### config.mk
export PLATFORM = sky130hd
export DESIGN_NAME = jtag_indirect_host
export DESIGN_NICKNAME = d
export VERILOG_FILES = /design/src/rtl/jih_pkg.sv /design/src/rtl/jih_tck_div.sv /design/src/rtl/jih_scan_engine.sv /design/src/rtl/jih_sequencer.sv /design/src/rtl/jtag_indirect_host.sv
export SDC_FILE = /design/constraint.sdc
export NUM_CORES = 1
export LEC_CHECK = 0
export BUFFER_PORTS_ARGS = -buffer_cell sky130_fd_sc_hd__buf_2
export CORE_MARGIN = 1
export CORE_UTILIZATION = 31
export DETAILED_ROUTE_END_ITERATION = 8
export PLACE_DENSITY = 0.55
export SKIP_LAST_GASP = 1
export SYNTH_ARGS = -nofsm -noshare
export SYNTH_HDL_FRONTEND = slang
export SYNTH_SLANG_ARGS = --single-unit
### constraint.sdc
create_clock -name clk -period 5 [get_ports clk]
set_input_delay 0.75 -clock clk [delete_from_list [all_inputs] [get_ports clk]]
set_output_delay 0.75 -clock clk [all_outputs]
set_load 0.02 [all_outputs]
### src/rtl/jih_pkg.sv
package jih_pkg;
  localparam int JIH_DATA_W  = 18;
  localparam int JIH_FRAME_W = 20;

  typedef enum logic [2:0] {
    SQ_IDLE,
    SQ_IR,
    SQ_START,
    SQ_POLL,
    SQ_FETCH,
    SQ_FIN
  } sq_state_e;
endpackage

### src/rtl/jih_tck_div.sv
module jih_tck_div #(
  parameter int DIV = 4
) (
  input  logic clk,
  input  logic rst_n,
  output logic tck,
  output logic rise,
  output logic fall
);
  localparam int CW = $clog2(DIV + 1);

  logic [CW-1:0] cnt_q, cnt_n;
  logic          tck_q, tck_n;
  logic          wrap;

  always_comb begin
    wrap  = (cnt_q == CW'(DIV - 1));
    cnt_n = wrap ? '0 : cnt_q + CW'(1);
    tck_n = wrap ? ~tck_q : tck_q;
  end

  always_ff @(posedge clk or negedge rst_n) begin
    if (!rst_n) begin
      cnt_q <= '0;
      tck_q <= 1'b0;
    end else begin
      cnt_q <= cnt_n;
      tck_q <= tck_n;
    end
  end

  assign tck  = tck_q;
  assign rise = wrap & ~tck_q;
  assign fall = wrap & tck_q;
endmodule

### src/rtl/jih_scan_engine.sv
module jih_scan_engine #(
  parameter int SW = 20,
  parameter int LW = $clog2(SW + 1)
) (
  input  logic          clk,
  input  logic          rst_n,
  input  logic          rise,
  input  logic          fall,
  input  logic          start,
  input  logic          is_ir,
  input  logic [LW-1:0] len,
  input  logic [SW-1:0] data,
  input  logic          tdo,
  output logic          tms,
  output logic          tdi,
  output logic          busy,
  output logic          done,
  output logic [SW-1:0] cap
);
  localparam int PW = $clog2(SW + 7);
  localparam int IW = $clog2(SW);

  logic          act_q, act_n, drv_q, drv_n, ir_q, ir_n, done_q, done_n;
  logic          tms_q, tms_n, tdi_q, tdi_n;
  logic [PW-1:0] pos_q, pos_n;
  logic [LW-1:0] len_q, len_n;
  logic [SW-1:0] dat_q, dat_n, cap_q, cap_n;
  logic [PW-1:0] pre, end_sh, last;
  logic [IW-1:0] idx;
  logic          in_sh, tms_v, tdi_v;

  always_comb begin
    pre    = ir_q ? PW'(4) : PW'(3);
    end_sh = pre + PW'(len_q);
    last   = end_sh + PW'(1);
    in_sh  = (pos_q >= pre) && (pos_q < end_sh);
    idx    = IW'(pos_q - pre);
    if (pos_q < pre)       tms_v = (pos_q == '0) || (ir_q && pos_q == PW'(1));
    else if (in_sh)        tms_v = (pos_q == end_sh - PW'(1));
    else                   tms_v = (pos_q == end_sh);
    tdi_v  = in_sh ? dat_q[idx] : 1'b0;
  end

  always_comb begin
    act_n = act_q; drv_n = drv_q; ir_n = ir_q; pos_n = pos_q;
    len_n = len_q; dat_n = dat_q; cap_n = cap_q;
    tms_n = tms_q; tdi_n = tdi_q; done_n = 1'b0;
    if (start && !act_q) begin
      act_n = 1'b1; drv_n = 1'b0; pos_n = '0;
      ir_n  = is_ir; len_n = len; dat_n = data; cap_n = '0;
    end else if (act_q) begin
      if (fall && !drv_q) begin
        tms_n = tms_v;
        tdi_n = tdi_v;
        drv_n = 1'b1;
      end
      if (rise && drv_q) begin
        if (in_sh) cap_n[idx] = tdo;
        drv_n = 1'b0;
        if (pos_q == last) begin
          act_n  = 1'b0;
          done_n = 1'b1;
        end else begin
          pos_n = pos_q + PW'(1);
        end
      end
    end
  end

  always_ff @(posedge clk or negedge rst_n) begin
    if (!rst_n) begin
      act_q <= 1'b0; drv_q <= 1'b0; ir_q <= 1'b0; done_q <= 1'b0;
      tms_q <= 1'b0; tdi_q <= 1'b0; pos_q <= '0; len_q <= '0;
      dat_q <= '0;   cap_q <= '0;
    end else begin
      act_q <= act_n; drv_q <= drv_n; ir_q <= ir_n; done_q <= done_n;
      tms_q <= tms_n; tdi_q <= tdi_n; pos_q <= pos_n; len_q <= len_n;
      dat_q <= dat_n; cap_q <= cap_n;
    end
  end

  assign tms  = tms_q;
  assign tdi  = tdi_q;
  assign busy = act_q;
  assign done = done_q;
  assign cap  = cap_q;

  assert_pins_on_fall_R2: assert property (@(posedge clk) disable iff (!rst_n)
    !fall |=> ($stable(tms) && $stable(tdi)));

  assert_start_when_free_R3: assert property (@(posedge clk) disable iff (!rst_n)
    start |-> !act_q);
endmodule

### src/rtl/jih_sequencer.sv
module jih_sequencer import jih_pkg::*; #(
  parameter int IR_LEN   = 8,
  parameter int POLL_MAX = 64,
  parameter int SW       = 20,
  parameter int LW       = $clog2(SW + 1)
) (
  input  logic                  clk,
  input  logic                  rst_n,
  input  logic                  cmd_valid,
  input  logic                  cmd_write,
  input  logic [IR_LEN-1:0]     cmd_ir,
  input  logic [4:0]            cmd_width,
  input  logic [JIH_DATA_W-1:0] cmd_wdata,
  output logic                  idle,
  output logic                  rsp_done,
  output logic [JIH_DATA_W-1:0] rsp_rdata,
  output logic                  rsp_timeout,
  output logic                  sc_start,
  output logic                  sc_is_ir,
  output logic [LW-1:0]         sc_len,
  output logic [SW-1:0]         sc_data,
  input  logic                  sc_done,
  input  logic [SW-1:0]         sc_cap
);
  localparam int CW = $clog2(POLL_MAX + 1);

  sq_state_e             st_q, st_n;
  logic                  lau_q, lau_n, wr_q, wr_n, to_q, to_n;
  logic [IR_LEN-1:0]     ir_q, ir_n;
  logic [4:0]            w_q, w_n;
  logic [JIH_DATA_W-1:0] wd_q, wd_n, rd_q, rd_n, mask;
  logic [CW-1:0]         pc_q, pc_n;

  always_comb begin
    mask     = (JIH_DATA_W'(1) << w_q) - JIH_DATA_W'(1);
    sc_start = !lau_q && (st_q inside {SQ_IR, SQ_START, SQ_POLL, SQ_FETCH});
    sc_is_ir = (st_q == SQ_IR);
    sc_len   = LW'(1);
    sc_data  = '0;
    case (st_q)
      SQ_IR:    begin sc_len = LW'(IR_LEN); sc_data = SW'(ir_q); end
      SQ_START: begin
        if (wr_q) begin
          sc_len  = LW'(w_q) + LW'(2);
          sc_data = SW'(wd_q & mask) | (SW'(3) << w_q);
        end else begin
          sc_len  = LW'(2);
          sc_data = SW'(2);
        end
      end
      SQ_FETCH: sc_len = LW'(w_q) + LW'(1);
      default:  sc_len = LW'(1);
    endcase
  end

  always_comb begin
    st_n = st_q; lau_n = lau_q; wr_n = wr_q; to_n = to_q; ir_n = ir_q;
    w_n = w_q; wd_n = wd_q; rd_n = rd_q; pc_n = pc_q;
    if (sc_start) lau_n = 1'b1;
    case (st_q)
      SQ_IDLE: if (cmd_valid) begin
        st_n = SQ_IR; wr_n = cmd_write; ir_n = cmd_ir; w_n = cmd_width;
        wd_n = cmd_wdata; rd_n = '0; to_n = 1'b0; lau_n = 1'b0;
      end
      SQ_IR:    if (sc_done) begin st_n = SQ_START; lau_n = 1'b0; end
      SQ_START: if (sc_done) begin st_n = SQ_POLL; lau_n = 1'b0; pc_n = '0; end
      SQ_POLL:  if (sc_done) begin
        lau_n = 1'b0;
        if (!sc_cap[0])                    st_n = wr_q ? SQ_FIN : SQ_FETCH;
        else if (pc_q == CW'(POLL_MAX - 1)) begin st_n = SQ_FIN; to_n = 1'b1; end
        else                               pc_n = pc_q + CW'(1);
      end
      SQ_FETCH: if (sc_done) begin
        st_n = SQ_FIN; lau_n = 1'b0;
        rd_n = sc_cap[JIH_DATA_W:1] & mask;
      end
      SQ_FIN:   st_n = SQ_IDLE;
      default:  st_n = SQ_IDLE;
    endcase
  end

  always_ff @(posedge clk or negedge rst_n) begin
    if (!rst_n) begin
      st_q <= SQ_IDLE; lau_q <= 1'b0; wr_q <= 1'b0; to_q <= 1'b0;
      ir_q <= '0; w_q <= '0; wd_q <= '0; rd_q <= '0; pc_q <= '0;
    end else begin
      st_q <= st_n; lau_q <= lau_n; wr_q <= wr_n; to_q <= to_n;
      ir_q <= ir_n; w_q <= w_n; wd_q <= wd_n; rd_q <= rd_n; pc_q <= pc_n;
    end
  end

  assign idle        = (st_q == SQ_IDLE);
  assign rsp_done    = (st_q == SQ_FIN);
  assign rsp_rdata   = rd_q;
  assign rsp_timeout = to_q;

  assert_done_pulse_R10: assert property (@(posedge clk) disable iff (!rst_n)
    rsp_done |=> (!rsp_done && idle));

  assert_poll_bound_R9: assert property (@(posedge clk) disable iff (!rst_n)
    pc_q < CW'(POLL_MAX));

  assert_width_legal_R7: assert property (@(posedge clk) disable iff (!rst_n)
    (cmd_valid && idle) |-> (cmd_width >= 5'd1 && cmd_width <= 5'd18));

  assert_no_ir_rescan_R8: assert property (@(posedge clk) disable iff (!rst_n)
    (sc_done && st_q == SQ_POLL) |=> !(sc_start && sc_is_ir));
endmodule

### src/rtl/jtag_indirect_host.sv
module jtag_indirect_host #(
  parameter int IR_LEN   = 8,
  parameter int DIV      = 4,
  parameter int POLL_MAX = 64
) (
  input  logic              clk,
  input  logic              rst_n,
  input  logic              cmd_valid,
  input  logic              cmd_write,
  input  logic [IR_LEN-1:0] cmd_ir,
  input  logic [4:0]        cmd_width,
  input  logic [17:0]       cmd_wdata,
  output logic              idle,
  output logic              rsp_done,
  output logic [17:0]       rsp_rdata,
  output logic              rsp_timeout,
  output logic              tck,
  output logic              tms,
  output logic              tdi,
  input  logic              tdo
);
  localparam int SW = (IR_LEN > jih_pkg::JIH_FRAME_W) ? IR_LEN : jih_pkg::JIH_FRAME_W;
  localparam int LW = $clog2(SW + 1);

  logic          rise, fall, sc_start, sc_is_ir, sc_done, sc_busy;
  logic [LW-1:0] sc_len;
  logic [SW-1:0] sc_data, sc_cap;

  jih_tck_div #(.DIV(DIV)) u_div (
    .clk(clk), .rst_n(rst_n), .tck(tck), .rise(rise), .fall(fall)
  );

  jih_scan_engine #(.SW(SW), .LW(LW)) u_eng (
    .clk(clk), .rst_n(rst_n), .rise(rise), .fall(fall), .start(sc_start),
    .is_ir(sc_is_ir), .len(sc_len), .data(sc_data), .tdo(tdo), .tms(tms),
    .tdi(tdi), .busy(sc_busy), .done(sc_done), .cap(sc_cap)
  );

  jih_sequencer #(.IR_LEN(IR_LEN), .POLL_MAX(POLL_MAX), .SW(SW), .LW(LW)) u_seq (
    .clk(clk), .rst_n(rst_n), .cmd_valid(cmd_valid), .cmd_write(cmd_write),
    .cmd_ir(cmd_ir), .cmd_width(cmd_width), .cmd_wdata(cmd_wdata), .idle(idle),
    .rsp_done(rsp_done), .rsp_rdata(rsp_rdata), .rsp_timeout(rsp_timeout),
    .sc_start(sc_start), .sc_is_ir(sc_is_ir), .sc_len(sc_len), .sc_data(sc_data),
    .sc_done(sc_done), .sc_cap(sc_cap)
  );

  assert_tms_low_idle_R11: assert property (@(posedge clk) disable iff (!rst_n)
    idle |-> !tms);

  assert_engine_quiet_idle_R10: assert property (@(posedge clk) disable iff (!rst_n)
    idle |-> !sc_busy);
endmodule

==> summary.txt, run 1 <==
Clocking
  • Cts hold-fix bufs: 0
  • Worst-skew pair later-pin latency: 0.42 ns
  • CTS tree: built
  • CTS buffer count: 17
  • Root Buffer: clkbuf_16
  • Post-CTS Setup Inserts: 0
  • H-tree Lvls: 4
  • # resized after CTS: 0
  • Bufs on Longest Clock Path: 2
  • Clock transition at path regs: 0.06 ns
  • Clock sinks: about 120

Critical path
  • Arrival @ worst endpoint: between 4 and 5 ns
  • Crit path largest cell delay: 0.87 ns
  • CP cell instances: inv_1 > ha_1 > fa_1 > a21o_1 > a32oi_4 > ha_1 > nand4_1 > o221ai_1 > a2111oi_2 > a31o_2 > a21oi_1
  • Crit Path Max Fanout: 9
  • Startpoint Class: flop
  • Critical path required time: 5.29 ns
  • CP max-delay cell: a2111oi_2
  • Delay-heaviest family, CP: compound AO/OA/AOI/OAI gates
  • Crit path kind: flop to flop
  • Most frequent CP cell: ha_1
  • CP Capture Type: flop
  • CP bufs+invs: 1

Place
  • DP Wirelength: 14.6 mm
  • Port Buffers: 59
  • GPL Wtd Cong: just over 0.9

Pwr
  • Leak pwr: between 3 and 4 nW
  • Power Density: 714 nW/µm²
  • Total power: 5.95 mW
  • Max IR drop VDD: just under 300 µV

Cells and area
  • # diodes: 0
  • Most frequent cells in the layout: dfrtp_1 (121), nand2_1 (81), buf_2 (58)
  • Layout net count: 862
  • Synth-to-Final Area Change: 15.9%
  • Ratio of cells with drive above 1 in the final layout: 0.183
  • Commonest non-fill, non-tap cell in the layout: dfrtp_1

Routing
  • 1st-iter DRT viols: roughly 450
  • WL/cell: 18.5 µm
  • Wl on met1: ~9.9 mm
  • Uppermost layer routed: met4
  • Met3 routed WL: 934 µm
  • Drt drc: 0
  • DRT antenna net count: 0
  • Total wire length: 20.1 mm
  • Via count: about 6,000
  • Metal2 WL: 9.10 mm
  • DR vias/cell: 5.50
  • DRT Pass-1 Iters: 7

STA
  • Min Tclk post-route: 3.86 ns
  • Final setup viols: 0
  • Skew final: approximately 0.009 ns
  • RSZ-0062 raised after global routing: no
  • Fin. max-slew vios: 0
  • Worst-Margin Slew: 1.14 ns
  • Part of the cycle the worst path needs: 0.771
  • Fmax: ~260 MHz
  • Relative slew slack: 0.233
  • Hold Fails Final Rpt: 0
  • Setup_tns: 0 ns

Synthesis
  • Sequential element share of the synthesized area: 0.422
  • Yosys top cell area share: 0.422
  • Synth unique cells: 74
  • Ys flop type: dfrtp_1
  • Number of flops mapped to enable cells by yosys: 0
  • Syn nets: just over 800
  • Cell taking the most area after synthesis: dfrtp_1
  • Flops & latches, synth: approximately 120
  • Asr flop ratio synth: 1.00
  • Cells after Synth: 750
  • Yosys warns: 0
  • Mapped Area: 7180 µm²
  • Synth top area cells: dfrtp_1 (42%), ha_1 (5.6%), nand2_1 (4.2%), mux2_2 (3.9%), o21ai_0 (3.6%)
  • Syn Area/Cell: 9.57 µm²

Worst hold path
  • Hold/Removal Path Class: primary input to async pin

Die
  • Initial Util: 0.316
  • Io pins: 60
  • Die footprint: about 24,000 µm²
  • Die width: 154 µm
  • Row count: 55
  • Core region area: approximately 23,000 µm²
  • Die Ht: between 150 and 200 µm

Run
  • # Max-Cap Violations: 0

Global route
  • Gr usage total: 0.176
  • Initial antenna violation count: 0
  • First-pass GRT wire length: 32.8 mm
  • Largest net degree at the start of global routing: 51
  • Overflow after GRT: 0
  • Vias in the first global route: 5,868

Outcome
  • Status: complete, no violations
[worst reg2reg max path, cell delays in order (launching register included)]
cell and delay, ns:
dfrtp_1 0.39, inv_1 0.17, ha_1 0.25, fa_1 0.44, a21o_1 0.21, a32oi_4 0.37
ha_1 0.34, nand4_1 0.12, o221ai_1 0.27, a2111oi_2 0.87, a31o_2 0.25, a21oi_1 0.06
[final timing paths]
kind                           startpoint              to  slack (ns)  cells past startpoint
setup / recovery               u_eng.ir_q    u_eng.cap[2]        1.14                     11
hold / removal                      rst_n  u_eng.pos_q[4]        0.37                      1
setup reg to reg               u_eng.ir_q    u_eng.cap[2]        1.14                     11
hold reg to reg            u_div.cnt_q[0]  u_div.cnt_q[0]        0.44                      1
max in group asynchronous           rst_n  u_seq.wd_q[11]        3.69                      2
min in group clk           u_div.cnt_q[0]  u_div.cnt_q[0]        0.44                      1
[Yosys cell counts, types with 8 or more instances]
library cell	n
dfrtp_1	121
a22oi_1	8
o21ai_0	52
ha_1	32
a21oi_1	39
a32o_1	18
mux2i_1	10
nand4_1	23
nand3_1	18
nand2b_1	8
clkbuf_1	40
inv_1	24
nand2_1	81
o31ai_1	12
nor3_1	20
xnor2_1	23
nor2b_1	9
o211ai_1	8
nor2_1	44
mux2_2	25
[layout make-up]
type | instances | area [µm²]
clock inverter | 12 | 125
inverter | 26 | 97.6
tap | 285 | 357
fill | 2288 | 14400
clock buffer | 20 | 457
sequential | 121 | 3030
timing repair buffer | 69 | 373
multi-input combinational | 557 | 3890
[through the flow]
stage | instances | utilization | hold WS [ns] | setup WS, ns | cell area, µm²
2_1_floorplan | 750 | - | 0.409 | 1.19 | 7180
3_3_place_gp | 1058 | 0.341 | 0.422 | 1.28 | 7740
3_5_place_dp | 1058 | 0.341 | 0.441 | 1.19 | 7740
4_1_cts | 1090 | 0.367 | 0.389 | 1.18 | 8320
5_1_grt | 1090 | 0.367 | 0.429 | 0.853 | 8320
6_report | 1090 | 0.367 | 0.369 | 1.14 | 8320
[kinds of logic after synthesis]
| family | after synthesis | share of synthesized area |
|---|---|---|
| AO/OA/AOI/OAI | 208 | 0.202 |
| XOR/XNOR | 30 | 0.0385 |
| adder cells (fa/ha/maj) | 34 | 0.0613 |
| buffers and inverters | 72 | 0.0378 |
| flip-flops | 121 | 0.422 |
| multiplexers | 40 | 0.0688 |
| AND/OR/NAND/NOR | 245 | 0.170 |
[layer usage]
metal | track usage | vias up
li1 | - | 2871
met1 | 0.253 | 2927
met2 | 0.271 | 173
met3 | 0.0333 | 19
met4 | 0.0462 | 0
met5 | 0 | -
[state kept, by name (all words and copies together) (netlist names)]
| register | flops |
|---|---|
| u_eng.cap | 19 |
| u_seq.wr_q | 1 |
| u_div.tck | 1 |
| u_eng.drv_q | 1 |
| u_seq.pc_q | 7 |
| u_eng.tdi | 1 |
| u_seq.rsp_rdata | 18 |
| u_div.cnt_q | 3 |
| u_seq.rsp_timeout | 1 |
| u_eng.dat_q | 20 |
| u_seq.w_q | 5 |
| u_eng.pos_q | 5 |
| u_eng.done | 1 |
| u_seq.ir_q | 8 |
| u_eng.ir_q | 1 |
| u_eng.len_q | 5 |
| u_seq.wd_q | 18 |
| u_eng.busy | 1 |
| u_seq.lau_q | 1 |
| u_eng.tms | 1 |
| u_seq.st_q | 3 |
[power by group]
group	switching (mW)	total, mW	internal, mW
sequential	0.328	1.59	1.26
clock	0.454	1.21	0.755
combinational	1.97	3.15	1.18
Note: power is estimated with default switching activity, not from simulation.
==> run 2, diff against run 1 <==
clock period = 3.91 ns   (was 5 ns; I/O delays follow)
==> run 2 against run 1 <==
  * Via count shrank 0.63%
  * Count of clock-buffer cells in the layout grew 1
  * Non-clock buffer count grew 10
  * Final cell count grew 0.92%
  * Final area grew 1.7%
  * Combinational power grew 32%
  * Critical path depth is the same
  * Maximum frequency grew 8.7%
  * Clock skew shrank 0.0013 ns
  * Global-route usage shrank 0.14 points
  * Setup slack lost 0.78 ns
  * Largest power group unchanged
==> summary.txt, run 2 (synthesis results as in run 1) <==
Clocking
  • CTS tree: built
  • Bufs on Longest Clock Path: 2 (unchanged)
  • CTS buffer count: 17 (unchanged)
  • H-tree Lvls: 4 (unchanged)
  • Clock sinks: 121 (unchanged)
  • Worst-skew pair later-pin latency: 0.42 ns (about the same)
  • Post-CTS Setup Inserts: 0 (unchanged)
  • Cts hold-fix bufs: 0 (unchanged)
  • Clock transition at path regs: 0.06 ns (about the same)
  • Root Buffer: clkbuf_16
  • # resized after CTS: 0 (unchanged)

Critical path
  • Crit path kind: flop to flop
  • Reg2reg setup slack: 0.36 ns (-0.78 ns)
  • Endpoint of the lowest-slack register-to-register path: u_eng.cap[13]
  • CP cell instances: inv_1 > ha_1 > fa_1 > a21o_1 > a32oi_4 > ha_1 > nand4_1 > o221ai_1 > or3_1 > o31ai_1 > a21oi_1
  • FF-to-FF path depth: 11 (unchanged)
  • CP Capture Type: flop
  • Startpoint Class: flop
  • Crit path largest cell delay: 0.59 ns (-0.28 ns)
  • Most frequent CP cell: ha_1
  • Crit Path Max Fanout: 13 (+4)
  • CP max-delay cell: or3_1
  • R2r startpoint: u_eng.ir_q
  • Arrival @ worst endpoint: 3.83 ns (-0.31 ns)
  • Critical path required time: 4.20 ns (-1.09 ns)

STA
  • Relative slew slack: 0.197 (-0.0364)
  • Final setup viols: 0 (unchanged)
  • Skew final: 0.00784 ns (-0.00133 ns)
  • Setup_tns: 0 ns (unchanged)
  • Part of the cycle the worst path needs: 0.907 (+0.136)
  • Worst-Margin Slew: 1.19 ns (+0.0539 ns)
  • RSZ-0062 raised after global routing: no
  • Min Tclk post-route: 3.55 ns (-0.307 ns)
  • Fin Hold WS: 0.259 ns (-0.110 ns)
  • Fin. max-slew vios: 0 (unchanged)
  • Fmax: 282 MHz (+8.7%)
  • Hold Fails Final Rpt: 0 (unchanged)

Routing
  • DRT Pass-1 Iters: 5 (-2)
  • Total wire length: 19.9 mm (-1.2%)
  • WL/cell: 18.1 µm (-2.1%)
  • Drt drc: 0 (unchanged)
  • Via count: 5,952 (-0.63%)
  • DRT antenna net count: 0 (unchanged)
  • 1st-iter DRT viols: 378 (-15%)
  • DR vias/cell: 5.41 (-1.5%)

Global route
  • Overflow after GRT: 0 (unchanged)
  • First-pass GRT wire length: 32.3 mm (-1.3%)
  • Largest net degree at the start of global routing: 62 (+22%)
  • Gr usage total: 0.175 (-0.00139)
  • Initial antenna violation count: 0 (unchanged)
  • Vias in the first global route: 5,806 (-1.1%)

Die
  • Io pins: 60 (unchanged)
  • Die footprint: 23,800 µm² (unchanged)
  • Die Ht: 154 µm (unchanged)
  • Initial Util: 0.316 (unchanged)
  • Die width: 154 µm (unchanged)
  • Row count: 55 (unchanged)
  • Core region area: 22,700 µm² (unchanged)

Pwr
  • Max IR drop VDD: 407 µV (+40%)
  • Leak pwr: 3.71 nW (+2.3%)
  • Power Density: 927 nW/µm² (+30%)
  • Total power: 7.85 mW (+32%)

Cells and area
  • Final Instance Area: 8470 µm² (+1.7%)
  • Synth-to-Final Area Change: 17.9%
  • # diodes: 0 (unchanged)
  • Commonest non-fill, non-tap cell in the layout: dfrtp_1
  • Biggest register: u_eng.dat_q
  • Layout net count: 872 (+1.2%)
  • Ratio of cells with drive above 1 in the final layout: 0.193 (+0.0100)
  • Max reg flops: 20 (unchanged)
  • Most frequent cells in the layout: dfrtp_1 (121), nand2_1 (81), buf_2 (58)

Place
  • DP Wirelength: 14.4 mm (-2.0%)
  • GPL Wtd Cong: 0.921 (-1.4%)
  • Area after DPL: 7830 µm² (+1.1%)
  • Port Buffers: 59 (unchanged)

Worst hold path
  • Hold/Removal Path Class: primary input to async pin

Run
  • # Max-Cap Violations: 0 (unchanged)

Outcome
  • Status: complete, no violations
-- run 2: cell types whose count changed in the layout (fill, tap and decap cells not counted), sizes merged --
cell,before,now
buf,69,79
clkinv,9,6
bufinv,2,4
clkbuf,20,21
clkinvlp,3,2
inv,24,25
-- run 2: worst max-delay path by stage --
stage,from,to,slack (ns)
after floorplan,u_eng.ir_q,u_eng.cap[14],0.1
after global placement,u_eng.ir_q,u_eng.cap[5],0.48
after detailed placement,u_eng.ir_q,u_eng.cap[15],0.36
after CTS,u_eng.ir_q,u_eng.cap[13],0.34
after global routing,u_eng.ir_q,u_eng.cap[5],0.11
final,u_eng.ir_q,u_eng.cap[13],0.36
-- run 2: report_power, final --
part           switching, mW  internal (mW)
Sequential             0.365           1.61
Clock                  0.592           1.12
Combinational           2.57           1.59
Total                   3.52           4.32
-- run 2: final cells by class --
class	count	area [µm²]
clock inverter	11	168
timing repair buffer	79	460
multi-input combinational	557	3890
fill	2306	14200
inverter	26	97.6
sequential	121	3030
clock buffer	21	470
tap	285	357
-- run 2: worst max-delay path: cells and delay by family, from the launching register on --
| family | cells | cell delay [ns] |
|---|---|---|
| compound gates | 5 | 1.14 |
| fa+ha+maj | 3 | 1.04 |
| buf+inv | 1 | 0.17 |
| flops | 1 | 0.38 |
| simple gates | 2 | 0.70 |
-- run 2: through the flow --
step	utilization	instances	setup slack, ns
global route	0.373	1100	0.115
finish	0.373	1100	0.362
CTS	0.373	1100	0.341
global placement	0.345	1068	0.482
detailed placement	0.345	1068	0.364
floorplan	-	750	0.0991
-- run 2: layer usage --
| layer | global-route usage | part of all wire |
|---|---|---|
| met5 | 0 | 0 |
| met2 | 0.265 | 0.45 |
| met1 | 0.258 | 0.50 |
| met3 | 0.0280 | 0.038 |
| met4 | 0.0457 | 0.0094 |
